[src/rtl/fcs_pkg.sv]
package fcs_pkg;
   typedef enum logic [1:0] {OP_ERASE = 2'd0, OP_DW = 2'd1, OP_QW = 2'd2} op_e;
   typedef enum logic [1:0] {RM_ARRAY = 2'd0, RM_STATUS = 2'd1, RM_SIG = 2'd2, RM_CFI = 2'd3} rmode_e;
   typedef enum logic [1:0] {S_IDLE, S_ERS_CFM, S_PRG, S_BUSY} st_e;
endpackage

[src/rtl/fcs_status.sv]
module fcs_status (
   input  logic       clk,
   input  logic       rst_n,
   input  logic       busy,
   input  logic       set_ers,
   input  logic       set_prg,
   input  logic       clr_err,
   output logic [7:0] sr
);
   logic e_ers, e_prg;

   always_ff @(posedge clk) begin
      if (!rst_n) begin
         e_ers <= 1'b0;
         e_prg <= 1'b0;
      end else if (clr_err) begin
         e_ers <= 1'b0;
         e_prg <= 1'b0;
      end else begin
         if (set_ers) e_ers <= 1'b1;
         if (set_prg) e_prg <= 1'b1;
      end
   end

   assign sr = {~busy, 1'b0, e_ers, e_prg, 4'b0000};

   // an erase error is always reported together with the program error
   p_pair_err_r2: assert property (@(posedge clk) disable iff (!rst_n)
      $rose(sr[5]) |-> sr[4]);
endmodule

[src/rtl/fcs_rdmode.sv]
module fcs_rdmode #(
   parameter int NBANK = 4,
   localparam int BB = $clog2(NBANK)
) (
   input  logic                  clk,
   input  logic                  rst_n,
   input  logic                  we,
   input  logic [BB-1:0]         wbank,
   input  fcs_pkg::rmode_e       wval,
   input  logic [BB-1:0]         rbank,
   output fcs_pkg::rmode_e       rmode
);
   fcs_pkg::rmode_e mode_q [NBANK];

   for (genvar b = 0; b < NBANK; b++) begin : g_bank
      always_ff @(posedge clk) begin
         if (!rst_n)                          mode_q[b] <= fcs_pkg::RM_ARRAY;
         else if (we && wbank == BB'(b))      mode_q[b] <= wval;
      end
   end

   assign rmode = mode_q[rbank];
endmodule

[src/rtl/fcs_seq.sv]
module fcs_seq
   import fcs_pkg::*;
#(
   parameter int AW = 12,
   parameter int DW = 16,
   parameter int NBANK = 4,
   parameter int BPB = 4,
   parameter logic [7:0] C_ERASE = 8'h80,
   parameter logic [7:0] C_CONFIRM = 8'hD0,
   parameter logic [7:0] C_DW = 8'h30,
   parameter logic [7:0] C_QW = 8'h56,
   parameter logic [7:0] C_RD_ARRAY = 8'hFF,
   parameter logic [7:0] C_RD_STAT = 8'h70,
   parameter logic [7:0] C_RD_SIG = 8'h90,
   parameter logic [7:0] C_RD_CFI = 8'h98,
   parameter logic [7:0] C_CLR = 8'h50,
   localparam int BB = $clog2(NBANK)
) (
   input  logic                 clk,
   input  logic                 rst_n,
   input  logic                 wr_en,
   input  logic [AW-1:0]        wr_addr,
   input  logic [DW-1:0]        wr_data,
   input  logic [NBANK*BPB-1:0] blk_prot,
   input  logic                 eng_done,
   output logic                 busy,
   output logic                 set_ers,
   output logic                 set_prg,
   output logic                 clr_err,
   output logic                 mode_we,
   output logic [BB-1:0]        mode_bank,
   output rmode_e               mode_val,
   output logic                 eng_start,
   output op_e                  eng_op,
   output logic [BB-1:0]        eng_bank,
   output logic [AW-1:0]        eng_addr,
   output logic [4*DW-1:0]      eng_data,
   output logic [BPB-1:0]       eng_mask
);
   st_e              st_q, st_d;
   op_e              op_q;
   logic [1:0]       cnt_q;
   logic [AW-1:0]    base_q;
   logic [DW-1:0]    data_q [4];
   logic [BB-1:0]    bank_q;
   logic [BPB-1:0]   mask_q;
   logic             start_q;

   logic [7:0]       cmd;
   logic [BB-1:0]    wbank;
   logic [BPB-1:0]   free_blk;
   logic [AW-1:0]    lowm;
   logic             hi_match, is_rd, go_ers, go_prg, lat_en, new_prg;
   op_e              new_op;
   logic [1:0]       slot, last;
   rmode_e           rd_val;

   assign cmd      = wr_data[7:0];
   assign wbank    = wr_addr[AW-1 -: BB];
   assign free_blk = ~blk_prot[wbank*BPB +: BPB];
   assign lowm     = {{(AW-2){1'b0}}, (op_q == OP_QW), 1'b1};
   assign hi_match = ((wr_addr ^ base_q) & ~lowm) == '0;
   assign slot     = (op_q == OP_QW) ? wr_addr[1:0] : {1'b0, wr_addr[0]};
   assign last     = (op_q == OP_QW) ? 2'd3 : 2'd1;

   always_comb begin
      is_rd  = 1'b1;
      rd_val = RM_ARRAY;
      case (cmd)
         C_RD_ARRAY: rd_val = RM_ARRAY;
         C_RD_STAT:  rd_val = RM_STATUS;
         C_RD_SIG:   rd_val = RM_SIG;
         C_RD_CFI:   rd_val = RM_CFI;
         default:    is_rd  = 1'b0;
      endcase
   end

   always_comb begin
      st_d = st_q;
      set_ers = 1'b0; set_prg = 1'b0; clr_err = 1'b0;
      mode_we = 1'b0; mode_bank = wbank; mode_val = rd_val;
      go_ers = 1'b0; go_prg = 1'b0; lat_en = 1'b0;
      new_prg = 1'b0; new_op = OP_DW;
      case (st_q)
         S_IDLE: if (wr_en) begin
            if (is_rd)                mode_we = 1'b1;
            else if (cmd == C_CLR)    clr_err = 1'b1;
            else if (cmd == C_ERASE)  st_d = S_ERS_CFM;
            else if (cmd == C_DW || cmd == C_QW) begin
               st_d = S_PRG;
               new_prg = 1'b1;
               new_op = (cmd == C_QW) ? OP_QW : OP_DW;
            end
         end
         S_ERS_CFM: if (wr_en) begin
            st_d = S_IDLE;
            if (cmd != C_CONFIRM) begin
               set_ers = 1'b1;
               set_prg = 1'b1;
            end else if (free_blk != '0) begin
               go_ers = 1'b1;
               st_d = S_BUSY;
               mode_we = 1'b1;
               mode_val = RM_STATUS;
            end
         end
         S_PRG: if (wr_en) begin
            if (cnt_q != 2'd0 && !hi_match) begin
               set_prg = 1'b1;
               st_d = S_IDLE;
            end else begin
               lat_en = 1'b1;
               if (cnt_q == last) begin
                  go_prg = 1'b1;
                  st_d = S_BUSY;
                  mode_we = 1'b1;
                  mode_val = RM_STATUS;
               end
            end
         end
         default: begin
            if (wr_en && is_rd) mode_we = 1'b1;
            if (eng_done)       st_d = S_IDLE;
         end
      endcase
   end

   always_ff @(posedge clk) begin
      if (!rst_n) begin
         st_q <= S_IDLE;
         op_q <= OP_ERASE;
         cnt_q <= 2'd0;
         base_q <= '0;
         bank_q <= '0;
         mask_q <= '0;
         start_q <= 1'b0;
         for (int i = 0; i < 4; i++) data_q[i] <= '0;
      end else begin
         st_q <= st_d;
         start_q <= go_ers | go_prg;
         if (new_prg) begin
            op_q <= new_op;
            cnt_q <= 2'd0;
         end
         if (go_ers) begin
            op_q <= OP_ERASE;
            bank_q <= wbank;
            mask_q <= free_blk;
            base_q <= wr_addr;
         end
         if (lat_en) begin
            data_q[slot] <= wr_data;
            cnt_q <= cnt_q + 2'd1;
            if (cnt_q == 2'd0) base_q <= wr_addr;
         end
      end
   end

   assign busy      = (st_q == S_BUSY);
   assign eng_start = start_q;
   assign eng_op    = op_q;
   assign eng_bank  = bank_q;
   assign eng_addr  = base_q & ~lowm;
   assign eng_mask  = mask_q;
   for (genvar i = 0; i < 4; i++) begin : g_data
      assign eng_data[i*DW +: DW] = data_q[i];
   end

   // the start strobe lasts one cycle
   p_one_pulse_r12: assert property (@(posedge clk) disable iff (!rst_n)
      eng_start |=> !eng_start);
   // a busy cycle is never followed by a new start
   p_quiet_busy_r8: assert property (@(posedge clk) disable iff (!rst_n)
      busy |=> !eng_start);
   // an erase is only launched with at least one block to erase
   p_mask_live_r3: assert property (@(posedge clk) disable iff (!rst_n)
      (eng_start && eng_op == OP_ERASE) |-> (eng_mask != '0));
endmodule

[src/rtl/flash_cmd_seq.sv]
module flash_cmd_seq #(
   parameter int AW = 12,
   parameter int DW = 16,
   parameter int NBANK = 4,
   parameter int BPB = 4,
   localparam int BB = $clog2(NBANK)
) (
   input  logic                 clk,
   input  logic                 rst_n,
   input  logic                 wr_en,
   input  logic [AW-1:0]        wr_addr,
   input  logic [DW-1:0]        wr_data,
   input  logic [NBANK*BPB-1:0] blk_prot,
   input  logic                 eng_done,
   input  logic [AW-1:0]        rd_addr,
   output logic [1:0]           rd_mode,
   output logic [7:0]           status,
   output logic                 eng_start,
   output logic [1:0]           eng_op,
   output logic [BB-1:0]        eng_bank,
   output logic [AW-1:0]        eng_addr,
   output logic [4*DW-1:0]      eng_data,
   output logic [BPB-1:0]       eng_erase_mask
);
   if (NBANK < 2 || (1 << BB) != NBANK) begin : g_chk_bank
      $error("NBANK must be a power of two, at least 2");
   end
   if (BPB < 1 || AW < BB + $clog2(BPB) + 2) begin : g_chk_aw
      $error("AW too small for bank, block and word offset bits");
   end
   if (DW < 8) begin : g_chk_dw
      $error("DW must hold an 8-bit command code");
   end

   logic             busy, set_ers, set_prg, clr_err, mode_we;
   logic [BB-1:0]    mode_bank;
   fcs_pkg::rmode_e  mode_val, rmode;
   fcs_pkg::op_e     op;

   fcs_seq #(.AW(AW), .DW(DW), .NBANK(NBANK), .BPB(BPB)) u_seq (
      .clk(clk), .rst_n(rst_n), .wr_en(wr_en), .wr_addr(wr_addr),
      .wr_data(wr_data), .blk_prot(blk_prot), .eng_done(eng_done),
      .busy(busy), .set_ers(set_ers), .set_prg(set_prg), .clr_err(clr_err),
      .mode_we(mode_we), .mode_bank(mode_bank), .mode_val(mode_val),
      .eng_start(eng_start), .eng_op(op), .eng_bank(eng_bank),
      .eng_addr(eng_addr), .eng_data(eng_data), .eng_mask(eng_erase_mask)
   );

   fcs_status u_status (
      .clk(clk), .rst_n(rst_n), .busy(busy), .set_ers(set_ers),
      .set_prg(set_prg), .clr_err(clr_err), .sr(status)
   );

   fcs_rdmode #(.NBANK(NBANK)) u_rdmode (
      .clk(clk), .rst_n(rst_n), .we(mode_we), .wbank(mode_bank),
      .wval(mode_val), .rbank(rd_addr[AW-1 -: BB]), .rmode(rmode)
   );

   assign eng_op  = op;
   assign rd_mode = rmode;

   // ready is low whenever the engine is being started
   p_ready_low_r9: assert property (@(posedge clk) disable iff (!rst_n)
      eng_start |-> !status[7]);
   // a bank that has just been given an erase reads status
   p_ers_mode_r7: assert property (@(posedge clk) disable iff (!rst_n)
      (eng_start && op == fcs_pkg::OP_ERASE && rd_addr[AW-1 -: BB] == eng_bank)
         |-> rd_mode == 2'd1);
endmodule

[config.mk]
export PLATFORM = sky130hd
export DESIGN_NAME = flash_cmd_seq
export DESIGN_NICKNAME = d
export VERILOG_FILES = /design/src/rtl/fcs_pkg.sv /design/src/rtl/fcs_status.sv /design/src/rtl/fcs_rdmode.sv /design/src/rtl/fcs_seq.sv /design/src/rtl/flash_cmd_seq.sv
export SDC_FILE = /design/constraint.sdc
export NUM_CORES = 1
export LEC_CHECK = 0
export ABC_CLOCK_PERIOD_IN_PS = 5550
export BUFFER_PORTS_ARGS = -buffer_cell sky130_fd_sc_hd__buf_2
export CAP_MARGIN = 20
export CORE_ASPECT_RATIO = 0.5
export CORE_MARGIN = 5
export CORE_UTILIZATION = 45
export DETAILED_ROUTE_END_ITERATION = 10
export GPL_TIMING_DRIVEN = 0
export HOLD_SLACK_MARGIN = 0.08
export PLACE_DENSITY = 0.72
export RECOVER_POWER = 25
export SYNTH_ARGS = -nofsm -noshare
export SYNTH_HDL_FRONTEND = slang
export SYNTH_SLANG_ARGS = --single-unit
[constraint.sdc]
create_clock -name clk -period 5.55 [get_ports clk]
set_clock_uncertainty 0.1 [all_clocks]
set_input_delay 0.8325 -clock clk [delete_from_list [all_inputs] [get_ports clk]]
set_output_delay 0.8325 -clock clk [all_outputs]
set_load 0.02 [all_outputs]
==> key figures, run 1 <==
Final layout
  • Share of post-route cells with drive strength above 1: 24.1%
  • Final antenna diode count: 0
  • Multi-input logic area: 0.00184 mm^2
  • Filler instances: 920
  • Signed area change from the synthesized netlist to the final layout: 22.8%
  • Seq. cell area: 0.00268 mm^2
  • Final Instance Area: 0.00586 mm^2
  • Layout net count: 605

CTS
  • Number of setup buffers added after CTS: 0
  • Clock Tree Root: clkbuf_16
  • TritonCTS Buffers: 9
  • CTS tree: done
  • CTS H-tree depth: 3
  • Deepest clock path buffer count: 2
  • Clock-pin slew of the registers on the worst-case setup and hold paths: approximately 0.07 ns
  • Clock latency on the worst-skew pair: 0.35 ns
  • Number of gates resized after CTS: 0
  • Clk sink count: 98
  • Hold bufs inserted after CTS: 0

Floorplan
  • Number of rows in the core area: 26
  • I/O pins: approximately 160
  • Vertical die dimension: 82.8 um
  • Area of the die: 0.0129 mm^2
  • Chip width: 156 um
  • Area of the core region: 0.0103 mm^2
  • Starting density of the core: between 40% and 50%

Routing
  • Residual DRC count: 0
  • Initial DRC Count: 223
  • Drt total wl: 11,100 um
  • Avg Vias per Cell: 5.04
  • Remaining antenna violation count: 0
  • Average wire per cell in the routed design: 16.2 um
  • Via count: 3,450
  • 1st-pass router iterations: 4

Timing
  • Final Max Slew Viols: 0
  • Count of endpoints failing setup in the final report: 0
  • Maximum achievable frequency: 0.293 GHz
  • Worst slew pin tran: 0.999 ns
  • Number of hold violations in the final report: 0
  • Relative slew slack: 32.8%
  • Setup TNS Final: 0 ns
  • Post-route minimum period: 3.42 ns
  • Part of the cycle the worst path needs: about three fifths
  • Unrepaired setup endpoints after global routing: no

Worst setup path
  • End of the worst register-to-register path: u_seq.data_q[2][15]
  • Category of the critical setup timing path: in2reg
  • Crit Reg-Reg Startpoint: u_seq.base_q[4]
  • Cell occurring most often along the worst timing path: nor3b_4
  • Peak per-stage delay on the critical path: 0.71 ns
  • Slowest stage cell on the critical path: nand2b_1
  • CP Max Fanout: 16
  • Buffering stage count on the worst path with inverters included: 1
  • Worst-case register-to-register setup slack: 2.37 ns
  • Register-to-Register Path Depth: 6
  • Gate family responsible for the most delay along the worst path: simple AND/OR/NAND/NOR gates
  • Data required time at the worst endpoint: 5.43 ns
  • Worst EP arrival: 3.29 ns
  • Endpoint kind of the worst setup timing path: flip-flop
  • Startpoint type of the worst setup path: input port
  • Cell-by-cell listing of the critical path: buf_2 -> xor2_1 -> nor4_2 -> a31oi_4 -> nor3b_4 -> nor3b_4 -> nand2b_1

Synth
  • Register area share after synthesis: a little under three fifths
  • Avg Synthesized Cell Area: around 12 um^2
  • Post-synth ARST share: 0%
  • Yosys cell types: 57
  • Count of warnings emitted by yosys: 0
  • Post-synthesis instance area: 0.00477 mm^2
  • Most used DFF post-synth: edfxtp_1
  • Number of enable flip-flop cells after synthesis: between 70 and 80
  • Number of standard cells after synthesis: 388
  • #FFs+latches synth: 98

Global route
  • Total overflow reported by the global router: 0
  • Number of antenna violations at the first check in global routing: 1
  • Number of global-route vias before repair: 3,610
  • First-pass GRT wire length: approximately 18,000 um
  • Largest net degree at the start of global routing: 18
  • Global-route total usage across every layer: 17.6%

Power
  • LEAKAGE: approximately 0.0023 uW
  • Peak supply drop: 0.121 mV
  • Total power density per cell area: 269 mW/mm^2

Run
  • Number of max-cap violations: 0

Min path
  • Hold WC Path Type: reg2reg
  • Endpoint of the worst hold-timing path: u_status.e_ers
  • Count of cells along the worst hold path: 2
  • Worst Hold Launch: u_status.e_ers

Place
  • Post-place instance area: about 0.0056 mm^2
  • DP Wirelength: 8220 um
  • GP Congestion: 0.872
  • Count of buffers from port buffering: roughly 140

Outcome
  • Status: complete, no violations
## Yosys cell counts, types with 2 or more instances
library cell / instances / share of area, %
a211oi_1: 2 / 0.31
a21boi_0: 3 / 0.47
a21oi_1: 3 / 0.31
a22oi_1: 2 / 0.31
a31o_2: 3 / 0.55
a31oi_1: 2 / 0.26
and2_1: 67 / 8.8
buf_2: 4 / 0.42
buf_4: 20 / 3.1
buf_6: 3 / 0.71
clkbuf_1: 10 / 0.79
dfxtp_1: 26 / 11
edfxtp_1: 72 / 45
ha_1: 6 / 1.6
inv_1: 8 / 0.63
mux2i_1: 15 / 3.1
mux4_2: 6 / 2.8
nand2_1: 19 / 1.5
nand2b_1: 9 / 1.2
nand3_1: 4 / 0.42
nand4_1: 6 / 0.79
nor2_1: 10 / 0.79
nor2b_1: 21 / 2.8
nor3_1: 10 / 1.0
nor3b_4: 2 / 0.79
nor4_1: 5 / 0.66
o211a_1: 5 / 1.0
o211ai_1: 4 / 0.63
o21ai_0: 3 / 0.31
o31ai_1: 2 / 0.31
xnor2_1: 3 / 0.55
xor2_1: 8 / 1.5
## where the power goes
part / switching (uW) / internal (uW) / total [uW]
combinational: 87.7 / 45.0 / 133
sequential: 6.23 / 802 / 808
clock: 282 / 355 / 637
total: 376 / 1200 / 1580
## layer usage
metal,vias to the layer above,global-route usage (%),part of all wire [%]
li1,1677,-,-
met1,1600,22.2,43
met2,157,28.6,46
met3,14,5.71,9.6
met4,2,5.72,1.3
met5,-,0,0.063
## kinds of logic (layout without fill, tap and decap cells)
kind of cell             count (synthesis)  after routing  synth area share [%]
XOR/XNOR                                11             11                  2.02
AND/OR/NAND/NOR                        165            165                  21.4
buffers and inverters                   45            196                  5.69
flip-flops                              98             98                  56.2
adder cells (fa/ha/maj)                  6              6                  1.57
multiplexers                            21             21                  5.98
AO/OA/AOI/OAI                           41             41                  7.00
other                                    1              6                0.0786
## flip-flops by register name, summed over array words and instances, names as in the netlist
signal / count
u_seq.data_q: 64
u_seq.base_q: 11
u_rdmode.mode_q: 8
u_seq.eng_mask: 4
u_seq.cnt_q: 2
u_seq.eng_bank: 2
u_seq.eng_op: 2
u_seq.st_q: 2
u_seq.eng_start: 1
u_status.e_ers: 1
u_status.e_prg: 1
## placed cells by master (no fill, tap or decap), types with 2 or more instances in the layout
cell type / netlist / final
o211ai_1: 4 / 4
buf_6: 3 / 3
o21ai_0: 3 / 3
mux4_2: 6 / 6
a22oi_1: 2 / 2
nand2_1: 19 / 19
mux2i_1: 15 / 15
clkbuf_1: 10 / 75
xor2_1: 8 / 8
o31ai_1: 2 / 2
conb_1: 1 / 6
inv_1: 8 / 8
a21boi_0: 3 / 3
nor2b_1: 21 / 21
nor3_1: 10 / 10
a21oi_1: 3 / 3
o211a_1: 5 / 5
edfxtp_1: 72 / 72
a211oi_1: 2 / 2
nand2b_1: 9 / 9
nor4_1: 5 / 5
buf_2: 4 / 75
nor3b_4: 2 / 2
buf_4: 20 / 20
a31oi_1: 2 / 2
clkbuf_16: 0 / 9
dfxtp_1: 26 / 26
nand4_1: 6 / 6
nor2_1: 10 / 10
and2_1: 67 / 67
nand3_1: 4 / 4
a31o_2: 3 / 3
ha_1: 6 / 6
inv_6: 0 / 2
xnor2_1: 3 / 3
## worst max-delay path by stage
stage	startpoint	to	slack, ns	cells after the start
4_1_cts	wr_addr[4]	u_seq.data_q[2][8]	2.14	7
6_report	wr_addr[4]	u_seq.data_q[2][15]	2.13	7
5_1_grt	wr_addr[4]	u_seq.data_q[2][15]	1.97	7
2_1_floorplan	wr_addr[10]	u_seq.data_q[2][0]	2.36	7
3_3_place_gp	wr_addr[4]	u_seq.data_q[2][8]	1.77	7
3_5_place_dp	wr_addr[4]	u_seq.data_q[2][8]	1.78	7
## cell type report
class | instances | area share, %
Inverter | 8 | 0.512
Buffer | 37 | 4.12
Clock inverter | 6 | 1.22
Multi-Input combinational cell | 250 | 31.3
Sequential cell | 98 | 45.8
Timing Repair Buffer | 135 | 10.2
Tap cell | 140 | 2.99
Clock buffer | 10 | 3.91
## tightest hold or removal path, delay by kind of cell (launching register included)
family / cells / cell delay (ns)
flops: 1 / 0.34
simple gates: 1 / 0.07
compound gates: 1 / 0.05
## metrics by stage
step,std cells,total power (uW),setup WS [ns],hold slack (ns),utilization [%]
floorplan,393,903,2.36,0.338,-
CTS,684,1590,2.14,0.395,57.8
finish,684,1580,2.13,0.389,57.0
global placement,668,960,1.77,0.375,54.9
global route,684,1630,1.97,0.429,57.0
detailed placement,668,962,1.78,0.368,54.9
(Power assumes the default switching activity.)
==> inputs of run 2 (changes only) <==
Settings changed: ABC_CLOCK_PERIOD_IN_PS 5550 to 3150.
Clock period 5.55 ns to 3.15 ns, I/O delays scaled along.
==> run 2 against run 1 <==
Net effect:
- power grew 76%
- critical path depth is 1 lower
- final cell count unchanged
- register-to-register slack got worse by 2.2 ns
- routed wire length is 0.21% higher
- sequential power increased by 76%
- critical endpoint unchanged
- largest power group unchanged
- highest routed layer unchanged
==> key figures, run 2 (synthesis gave the netlist of run 1 again) <==
Worst setup path
  • CP Max Fanout: 16 (unchanged)
  • Cell-by-cell listing of the critical path: xor2_1 -> nor4_2 -> a31oi_4 -> nor3b_4 -> nor3b_4 -> nand2b_2
  • Slowest stage cell on the critical path: nand2b_2
  • Category of the critical setup timing path: reg2reg
  • Data required time at the worst endpoint: 3.05 ns (-2.38 ns)
  • Endpoint kind of the worst setup timing path: flip-flop
  • Cell occurring most often along the worst timing path: nor3b_4
  • Register-to-Register Path Depth: 6 (unchanged)
  • Peak per-stage delay on the critical path: 0.49 ns (-0.22 ns)
  • Worst EP arrival: 2.84 ns (-0.45 ns)
  • Startpoint type of the worst setup path: flip-flop

Floorplan
  • Chip width: 156 um (unchanged)
  • Area of the core region: 0.0103 mm^2 (unchanged)
  • Starting density of the core: 46.4% (unchanged)
  • Vertical die dimension: 82.8 um (unchanged)
  • Area of the die: 0.0129 mm^2 (unchanged)
  • I/O pins: 155 (unchanged)
  • Number of rows in the core area: 26 (unchanged)

CTS
  • Hold bufs inserted after CTS: 0 (unchanged)
  • Clk sink count: 98 (unchanged)
  • Clock-pin slew of the registers on the worst-case setup and hold paths: 0.07 ns (about the same)
  • Clock Tree Root: clkbuf_16
  • TritonCTS Buffers: 9 (unchanged)
  • Deepest clock path buffer count: 2 (unchanged)
  • Clock latency on the worst-skew pair: 0.35 ns (about the same)
  • CTS tree: done
  • CTS H-tree depth: 3 (unchanged)

Routing
  • Via count: 3,466 (+0.46%)
  • Initial DRC Count: 224 (+0.45%)
  • Remaining antenna violation count: 0 (unchanged)
  • Drt total wl: 11,100 um (+0.21%)
  • 1st-pass router iterations: 5 (+1)
  • Avg Vias per Cell: 5.07 (+0.46%)
  • Residual DRC count: 0 (unchanged)
  • Average wire per cell in the routed design: 16.3 um (+0.21%)

Min path
  • Hold WC Path Type: in2reg
  • Count of cells along the worst hold path: 3 (+1)

Power
  • Peak supply drop: 0.214 mV (+77%)
  • LEAKAGE: 0.00233 uW (about the same)
  • Total power density per cell area: 474 mW/mm^2 (+76%)

Timing
  • Post-route minimum period: a little under 3 ns
  • Final critical-path setup slack: 0.210 ns (-1.92 ns)
  • Part of the cycle the worst path needs: 93.3%
  • Final Max Slew Viols: 0 (unchanged)
  • Maximum achievable frequency: about 0.34 GHz
  • Setup TNS Final: 0 ns (unchanged)
  • Relative slew slack: 31.6% (-1.3 points)
  • Number of hold violations in the final report: 0 (unchanged)
  • Worst slew pin tran: 1.02 ns (+0.0187 ns)
  • Unrepaired setup endpoints after global routing: no
  • Count of endpoints failing setup in the final report: 0 (unchanged)

Global route
  • Largest net degree at the start of global routing: 18 (unchanged)
  • Number of antenna violations at the first check in global routing: 1 (unchanged)
  • First-pass GRT wire length: 17,900 um (unchanged)
  • Global-route total usage across every layer: 17.6% (unchanged)
  • Total overflow reported by the global router: 0 (unchanged)
  • Number of global-route vias before repair: 3,610 (unchanged)

Final layout
  • Seq. cell area: 0.00268 mm^2 (unchanged)
  • Largest register FFs: 64 (unchanged)
  • Largest registers in the final layout: u_seq.data_q (64), u_seq.base_q (11), u_rdmode.mode_q (8)
  • Register containing the most flip-flops in the final layout: u_seq.data_q
  • Layout net count: 605 (unchanged)
  • Share of post-route cells with drive strength above 1: 24.6% (+0.55 points)
  • Commonest non-fill, non-tap cells in the layout: buf_2 (75), clkbuf_1 (75), edfxtp_1 (72), and2_1 (67), dfxtp_1 (26)
  • Multi-input logic area: 0.00184 mm^2 (+0.41%)
  • Filler instances: 919 (-0.11%)
  • Final antenna diode count: 0 (unchanged)
  • Signed area change from the synthesized netlist to the final layout: 23.0%

Place
  • Pre-CTS setup slack: -0.264 ns (-2.04 ns)
  • DP Wirelength: 8220 um (unchanged)
  • Count of buffers from port buffering: 135 (unchanged)
  • GP Congestion: 0.872 (unchanged)

Outcome
  • Status: complete, no violations

Run
  • Number of max-cap violations: 0 (unchanged)
-- run 2: path summary, 6_finish.rpt --
kind,startpoint,end,slack [ns]
worst max-delay path,u_seq.base_q[4],u_seq.data_q[2][15],0.21
worst min-delay path,wr_addr[4],u_seq.base_q[4],0.31
worst max register to register,u_seq.base_q[4],u_seq.data_q[2][15],0.21
worst min register to register,u_status.e_ers,u_status.e_ers,0.39
-- run 2: cell type report --
type                    count  share of cell area, %
clock inverters             6                   1.22
plain buffers              37                   4.12
clock buffers              10                   3.90
inverters                   8                  0.512
multi-input cells         250                   31.4
repair buffers            135                   10.1
well taps                 140                   2.99
flip-flops and latches     98                   45.7
-- run 2: critical path, delay by kind of cell, from the launching register on --
kind	cells	cell delay, ns
xor+xnor	1	0.17
simple gates	4	1.79
flops	1	0.33
compound gates	1	0.18
-- run 2: what timing repair did --
action / in CTS / in global routing
endpoints found under the setup margin: 16 / 32
hold endpoints to repair: 0 / 0
setup buffers: 0 / 0
resized for setup: 1 / 2
-- run 2: per-stage QoR --
stage          total power, uW  cells  area [um^2]  hold WS (ns)  util [%]
4_1_cts                   2810    684         5940         0.296      57.8
5_1_grt                   2880    684         5870         0.322      57.1
2_1_floorplan             1590    393         4790         0.338         -
3_5_place_dp              1690    668         5640         0.368      54.9
6_report                  2780    684         5870         0.306      57.1
3_3_place_gp              1690    668         5640         0.375      54.9
-- run 2: report_power, final --
| part | leakage, uW | switching, uW | internal (uW) | total, uW |
|---|---|---|---|---|
| combinational | 0.00123 | 155 | 79.7 | 235 |
| clock | 0.000142 | 496 | 625 | 1120 |
| sequential | 0.000952 | 11.0 | 1410 | 1420 |
| total | 0.00233 | 663 | 2120 | 2780 |
-- run 2: layer usage --
layer / vias to the layer above / share of wire (%) / GRT usage (%)
li1: 1679 / - / -
met1: 1621 / 43 / 22.2
met2: 152 / 46 / 28.6
met3: 12 / 9.6 / 5.71
met4: 2 / 1.2 / 5.72
met5: - / 0.063 / 0
